<file path="config.mk">
export PLATFORM = sky130hd
export DESIGN_NAME = i2s_tx_master
export DESIGN_NICKNAME = d
export VERILOG_FILES = /design/src/rtl/i2s_mst_pkg.sv /design/src/rtl/i2s_bitclk_gen.sv /design/src/rtl/i2s_frame_fsm.sv /design/src/rtl/i2s_tx_shifter.sv /design/src/rtl/i2s_tx_master.sv
export SDC_FILE = /design/constraint.sdc
export NUM_CORES = 1
export LEC_CHECK = 0
export BUFFER_PORTS_ARGS = -buffer_cell sky130_fd_sc_hd__buf_2
export CORE_MARGIN = 4
export CORE_UTILIZATION = 40
export DETAILED_ROUTE_END_ITERATION = 6
export GPL_ROUTABILITY_DRIVEN = 0
export GPL_TIMING_DRIVEN = 1
export PLACE_DENSITY = 0.6
export SLEW_MARGIN = 40
export SYNTH_ARGS = -nofsm -noshare
export SYNTH_HDL_FRONTEND = slang
export SYNTH_HIERARCHICAL = 1
export SYNTH_SLANG_ARGS = --single-unit
</file>
<file path="constraint.sdc">
create_clock -name clk -period 3.2 [get_ports clk]
set_clock_uncertainty 0.15 [all_clocks]
set_input_delay 0.16 -clock clk [delete_from_list [all_inputs] [get_ports clk]]
set_output_delay 0.16 -clock clk [all_outputs]
set_load 0.005 [all_outputs]
</file>
<file path="src/rtl/i2s_mst_pkg.sv">
package i2s_mst_pkg;

    typedef enum logic [1:0] {
        ST_OFF   = 2'd0,
        ST_LEFT  = 2'd1,
        ST_RIGHT = 2'd2
    } frame_st_t;

    localparam logic [1:0] SEL_DIV   = 2'd0;
    localparam logic [1:0] SEL_MODE  = 2'd1;
    localparam logic [1:0] SEL_LEFT  = 2'd2;
    localparam logic [1:0] SEL_RIGHT = 2'd3;

    localparam int MB_ENABLE = 0;
    localparam int MB_WSEN   = 2;
    localparam int MB_RISE   = 3;
    localparam int MB_FALL   = 4;
    localparam int MB_MSB    = 5;

endpackage

</file>
<file path="src/rtl/i2s_bitclk_gen.sv">
module i2s_bitclk_gen #(
    parameter int DIV_W  = 8,
    parameter int HALF_W = 6
) (
    input  logic              clk,
    input  logic              rst_n,
    input  logic              en_q,
    input  logic              restart,
    input  logic [DIV_W-1:0]  div_q,
    output logic [HALF_W-1:0] half_q,
    output logic              step
);

    logic [DIV_W-1:0] cnt_q;

    assign step = en_q && (cnt_q == div_q);

    always_ff @(posedge clk or negedge rst_n) begin
        if (!rst_n) begin
            cnt_q  <= '0;
            half_q <= '0;
        end else if (restart || !en_q) begin
            cnt_q  <= '0;
            half_q <= '0;
        end else if (step) begin
            cnt_q  <= '0;
            half_q <= half_q + 1'b1;
        end else begin
            cnt_q  <= cnt_q + 1'b1;
        end
    end

    // the prescale count never passes the divider value
    a_r2_cnt_bound: assert property (@(posedge clk) disable iff (!rst_n)
        cnt_q <= div_q);

    // a parked port keeps its timing at the frame origin
    a_r10_parked_origin: assert property (@(posedge clk) disable iff (!rst_n)
        (!en_q && !restart) |=> (half_q == '0));

endmodule

</file>
<file path="src/rtl/i2s_frame_fsm.sv">
module i2s_frame_fsm
    import i2s_mst_pkg::*;
#(
    parameter int WORD_W = 16,
    parameter int HALF_W = 6,
    parameter int MODE_W = 6
) (
    input  logic              clk,
    input  logic              rst_n,
    input  logic              en_q,
    input  logic              en_next,
    input  logic              restart,
    input  logic              step,
    input  logic [HALF_W-1:0] half_q,
    input  logic [MODE_W-1:0] mode_q,
    output frame_st_t         state_q,
    output logic              irq_q
);

    localparam logic [HALF_W-1:0] HALF_MID  = HALF_W'(2 * WORD_W);
    localparam logic [HALF_W-1:0] HALF_LMSB = HALF_W'(2);
    localparam logic [HALF_W-1:0] HALF_RMSB = HALF_W'(2 * WORD_W + 2);

    frame_st_t         state_d;
    logic [HALF_W-1:0] half_nx;
    logic              ev_fall, ev_rise, ev_msb, irq_d;

    assign half_nx = half_q + 1'b1;
    assign ev_fall = (half_nx == '0);
    assign ev_rise = (half_nx == HALF_MID);
    assign ev_msb  = (half_nx == HALF_LMSB) || (half_nx == HALF_RMSB);

    always_comb begin
        state_d = state_q;
        if (!en_next) begin
            state_d = ST_OFF;
        end else if (restart) begin
            state_d = ST_LEFT;
        end else begin
            unique case (state_q)
                ST_OFF:   state_d = ST_LEFT;
                ST_LEFT:  if (step && ev_rise) state_d = ST_RIGHT;
                ST_RIGHT: if (step && ev_fall) state_d = ST_LEFT;
                default:  state_d = ST_OFF;
            endcase
        end
    end

    always_ff @(posedge clk or negedge rst_n) begin
        if (!rst_n) state_q <= ST_OFF;
        else        state_q <= state_d;
    end

    always_comb begin
        irq_d = en_q && step && !restart &&
                ((ev_fall && mode_q[MB_FALL]) ||
                 (ev_rise && mode_q[MB_RISE]) ||
                 (ev_msb  && mode_q[MB_MSB]));
    end

    always_ff @(posedge clk or negedge rst_n) begin
        if (!rst_n) irq_q <= 1'b0;
        else        irq_q <= irq_d;
    end

    // the running state agrees with the half-period counter's upper bit
    a_r3_phase_match: assert property (@(posedge clk) disable iff (!rst_n)
        (state_q != ST_OFF) |-> ((state_q == ST_RIGHT) == half_q[HALF_W-1]));

    // nothing is raised once master mode is off
    a_r10_no_irq_off: assert property (@(posedge clk) disable iff (!rst_n)
        !en_q |=> !irq_q);

    // a restart leaves the frame at its origin in the left slot
    a_r9_restart_left: assert property (@(posedge clk) disable iff (!rst_n)
        (restart && en_next) |=> (state_q == ST_LEFT && half_q == '0));

endmodule

</file>
<file path="src/rtl/i2s_tx_shifter.sv">
module i2s_tx_shifter #(
    parameter int WORD_W = 16,
    parameter int HALF_W = 6
) (
    input  logic              clk,
    input  logic              rst_n,
    input  logic              en_q,
    input  logic              restart,
    input  logic              step,
    input  logic [HALF_W-1:0] half_q,
    input  logic              wr_left,
    input  logic              wr_right,
    input  logic [WORD_W-1:0] wr_word,
    output logic              sd_bit
);

    localparam logic [HALF_W-1:0] HALF_LMSB = HALF_W'(2);
    localparam logic [HALF_W-1:0] HALF_RMSB = HALF_W'(2 * WORD_W + 2);

    logic [WORD_W-1:0] lbuf_q, rbuf_q, sh_q;
    logic [HALF_W-1:0] half_nx;
    logic              fall_edge, load_l, load_r;

    assign half_nx   = half_q + 1'b1;
    assign fall_edge = step && half_q[0];
    assign load_l    = fall_edge && (half_nx == HALF_LMSB);
    assign load_r    = fall_edge && (half_nx == HALF_RMSB);
    assign sd_bit    = sh_q[WORD_W-1];

    always_ff @(posedge clk or negedge rst_n) begin
        if (!rst_n) begin
            lbuf_q <= '0;
            rbuf_q <= '0;
        end else begin
            if (wr_left)  lbuf_q <= wr_word;
            if (wr_right) rbuf_q <= wr_word;
        end
    end

    always_ff @(posedge clk or negedge rst_n) begin
        if (!rst_n) begin
            sh_q <= '0;
        end else if (!en_q || restart) begin
            sh_q <= '0;
        end else if (load_l) begin
            sh_q <= lbuf_q;
        end else if (load_r) begin
            sh_q <= rbuf_q;
        end else if (fall_edge) begin
            sh_q <= {sh_q[WORD_W-2:0], 1'b0};
        end
    end

    // the left word enters the shifter from its holding register
    a_r6_left_load: assert property (@(posedge clk) disable iff (!rst_n)
        (en_q && !restart && load_l) |=> (sh_q == $past(lbuf_q)));

    // with no falling edge, the output bit holds
    a_r5_hold: assert property (@(posedge clk) disable iff (!rst_n)
        (en_q && !restart && !fall_edge) |=> $stable(sh_q));

endmodule

</file>
<file path="src/rtl/i2s_tx_master.sv">
module i2s_tx_master
    import i2s_mst_pkg::*;
#(
    parameter int DIV_W   = 8,
    parameter int WORD_W  = 16,
    parameter int MODE_W  = 6,
    parameter int DIV_RST = 8
) (
    input  logic              clk,
    input  logic              rst_n,
    input  logic              wr_en,
    input  logic [1:0]        wr_sel,
    input  logic [WORD_W-1:0] wr_data,
    output logic              sclk_o,
    output logic              ws_o,
    output logic              sd_o,
    output logic              irq_o,
    output logic [1:0]        status_o
);

    localparam int HALF_W = $clog2(4 * WORD_W);

    logic [DIV_W-1:0]  div_q;
    logic [MODE_W-1:0] mode_q;
    logic [HALF_W-1:0] half_q;
    logic              restart, en_next, step, sd_bit, running;
    frame_st_t         state_q;

    assign restart = wr_en && (wr_sel == SEL_DIV);
    assign en_next = (wr_en && (wr_sel == SEL_MODE)) ? wr_data[MB_ENABLE]
                                                     : mode_q[MB_ENABLE];

    always_ff @(posedge clk or negedge rst_n) begin
        if (!rst_n) begin
            div_q  <= DIV_W'(DIV_RST);
            mode_q <= '0;
        end else if (wr_en) begin
            if (wr_sel == SEL_DIV)  div_q  <= wr_data[DIV_W-1:0];
            if (wr_sel == SEL_MODE) mode_q <= wr_data[MODE_W-1:0];
        end
    end

    i2s_bitclk_gen #(.DIV_W(DIV_W), .HALF_W(HALF_W)) u_clkgen (
        .clk     (clk),
        .rst_n   (rst_n),
        .en_q    (mode_q[MB_ENABLE]),
        .restart (restart),
        .div_q   (div_q),
        .half_q  (half_q),
        .step    (step)
    );

    i2s_frame_fsm #(.WORD_W(WORD_W), .HALF_W(HALF_W), .MODE_W(MODE_W)) u_fsm (
        .clk     (clk),
        .rst_n   (rst_n),
        .en_q    (mode_q[MB_ENABLE]),
        .en_next (en_next),
        .restart (restart),
        .step    (step),
        .half_q  (half_q),
        .mode_q  (mode_q),
        .state_q (state_q),
        .irq_q   (irq_o)
    );

    i2s_tx_shifter #(.WORD_W(WORD_W), .HALF_W(HALF_W)) u_shift (
        .clk      (clk),
        .rst_n    (rst_n),
        .en_q     (mode_q[MB_ENABLE]),
        .restart  (restart),
        .step     (step),
        .half_q   (half_q),
        .wr_left  (wr_en && (wr_sel == SEL_LEFT)),
        .wr_right (wr_en && (wr_sel == SEL_RIGHT)),
        .wr_word  (wr_data),
        .sd_bit   (sd_bit)
    );

    assign running     = (state_q != ST_OFF);
    assign sclk_o      = running && half_q[0];
    assign ws_o        = mode_q[MB_WSEN] && (state_q == ST_RIGHT);
    assign sd_o        = running && sd_bit;
    assign status_o[0] = (state_q == ST_RIGHT);
    assign status_o[1] = (state_q == ST_LEFT);

    // every interrupt is one clock wide
    a_r8_irq_single: assert property (@(posedge clk) disable iff (!rst_n)
        irq_o |=> !irq_o);

    // the strobe pin never shows while its enable bit is clear
    a_r4_ws_gated: assert property (@(posedge clk) disable iff (!rst_n)
        !mode_q[MB_WSEN] |-> !ws_o);

    // exactly one channel flag while running, none while parked
    a_r3_status_onehot: assert property (@(posedge clk) disable iff (!rst_n)
        $onehot0(status_o) && (running == (status_o != 2'b00)));

endmodule

</file>
==> metrics.txt <==
max cap viols 0; post-route ant nets 0; Die Y 110 µm; grt peak-use layer met2; P&R area growth vs syn 14.8%; DP HPWL 5640 µm; placed instance area 4350 µm²; Port Buffers 26; worst slew pin tran 710 ps; min Tclk post-route 2410 ps; Detailed Routing Iterations Pass 1 4; RSZ-0062 raised after global routing no; Arr. time, crit path 2480 ps; Reg2Reg Setup Slack 790 ps; clock root cell clkbuf_8; crit end category flop; IO Count 27; cell area after layout 4740 µm²; Fillers 954; initial cell density of the core 41.7%; status completed; number of diodes 0; Pleak 1.95 nW; DRC violations left 0; type of origin of the critical path flop; First DRT Iteration DRCs 187; Fin Setup TNS 0 ps; Achievable Freq 415 MHz; final setup fails 0; pwr dens 500 nW/µm²; vias in the first global route 2952; Worst Path Class, Setup flop to flop; commonest cells after routing, fill and taps aside 77 x dfrtp_1, 34 x mux2_2, 25 x buf_2; row cnt 36; Global Route met3 Usage 2.41%; share of layout cells above drive strength 1 23.8%; clk slew on worst S/H paths 80 ps; met1 usage 22.3%; Clock Tree Buf Depth 2; Synth Net Count 386; cells along the critical path xnor2_1 > nand4_1 > buf_4 > nor3_1 > buf_4 > nand2_1 > and3b_1 > a221o_1; worst hold margin 139 ps; Setup Slack @ Placement 822 ps; post-synthesis cell count 363; CTS tree built; drt wl/cell 15.9 µm; max-slew violation count 0; Hold Violations, Final 0; worst-skew pair later-pin latency 340 ps; CP max FO 16; Synth Cell Area 4130 µm²; vias per cell 5.64; Worst slew margin 52.5%; Final Cycle Share 75.3%; Synthesis Warnings 6; Total Wirelength 8510 µm; Post-CTS Setup Inserts 0; Power Total 2.37 mW; CTS sink count 78; Slowest cell on crit path dfrtp_1; Tightest Hold Check Type input port to flop; GRT Resource Usage Total 15.6%; nets 421; core area 9910 µm²; die area 12000 µm²; CP required 3270 ps; peak supply drop 0.000228 V; Num CTS Buffers 9; first-pass GRT wire length 14700 µm; commonest non-fill, non-tap cell in the layout dfrtp_1; chip width 110 µm; Overflow after GRT 0; H-tree depth 3; initial antenna violation count 0; Final Util 47.9%; Avg Cell Area, Syn 11.4 µm²; Most common cell on crit path buf_4; via count 3022; largest net degree at the start of global routing 79; dpl cells 503; CP max stage delay 440 ps; Setup WS post-layout 790 ps; final cell count without fillers 536; routing usage on met2 24.2%
[critical path, delay by kind of cell (launching register included)]
| family | cells | cell delay [ps] |
|---|---|---|
| xor+xnor | 1 | 180 |
| compound gates | 1 | 370 |
| flops | 1 | 440 |
| simple gates | 4 | 790 |
| buf+inv | 2 | 370 |
[worst paths after layout]
kind | from | end | depth (start not counted)
max in group asynchronous | rst_n | u_fsm/state_q[0]$_DFFE_PN0P_ | 2
max | u_clkgen/cnt_q[0]$_DFF_PN0_ | u_shift/sh_q[4]$_DFFE_PN0P_ | 8
min in group asynchronous | rst_n | u_clkgen/cnt_q[2]$_DFF_PN0_ | 2
min | wr_sel[1] | u_fsm/irq_q$_DFF_PN0_ | 3
max reg2reg | u_clkgen/cnt_q[0]$_DFF_PN0_ | u_shift/sh_q[4]$_DFFE_PN0P_ | 8
min reg2reg | u_shift/sh_q[0]$_DFFE_PN0P_ | u_shift/sh_q[0]$_DFFE_PN0P_ | 1
[power breakdown]
part,switching [mW],total (mW),internal [mW]
logic,0.153,0.340,0.187
clock network,0.349,0.830,0.480
registers,0.0961,1.20,1.11
[registers in the layout, indices dropped and copies added (netlist names)]
| register | count |
|---|---|
| u_fsm/state_q | 2 |
| u_clkgen/half_q | 6 |
| mode_q | 5 |
| u_clkgen/cnt_q | 8 |
| u_shift/sh_q | 16 |
| div_q | 8 |
| u_shift/lbuf_q | 16 |
| u_shift/rbuf_q | 16 |
| u_fsm/irq_q | 1 |
[per-layer routing]
| metal | wire [µm] | part of all wire (%) |
|---|---|---|
| met1 | 4070 | 48 |
| met2 | 4000 | 47 |
| met3 | 316 | 3.7 |
| met4 | 122 | 1.4 |
| met5 | 0 | 0 |
[area by class of cell]
| type | count | area (µm²) | share of cell area [%] |
|---|---|---|---|
| inverters | 7 | 26.3 | 0.554 |
| clock inverters | 4 | 70.1 | 1.48 |
| well taps | 133 | 166 | 3.51 |
| clock buffers | 12 | 155 | 3.27 |
| repair buffers | 53 | 394 | 8.31 |
| multi-input cells | 249 | 1980 | 41.7 |
| flip-flops and latches | 78 | 1950 | 41.2 |
[repair_timing]
action / CTS / global route
endpoints found under the hold margin: 118 / 0
hold buffers: 17 / 0
gates resized for setup: 0 / 0
Note: power is estimated with default switching activity, not from simulation.
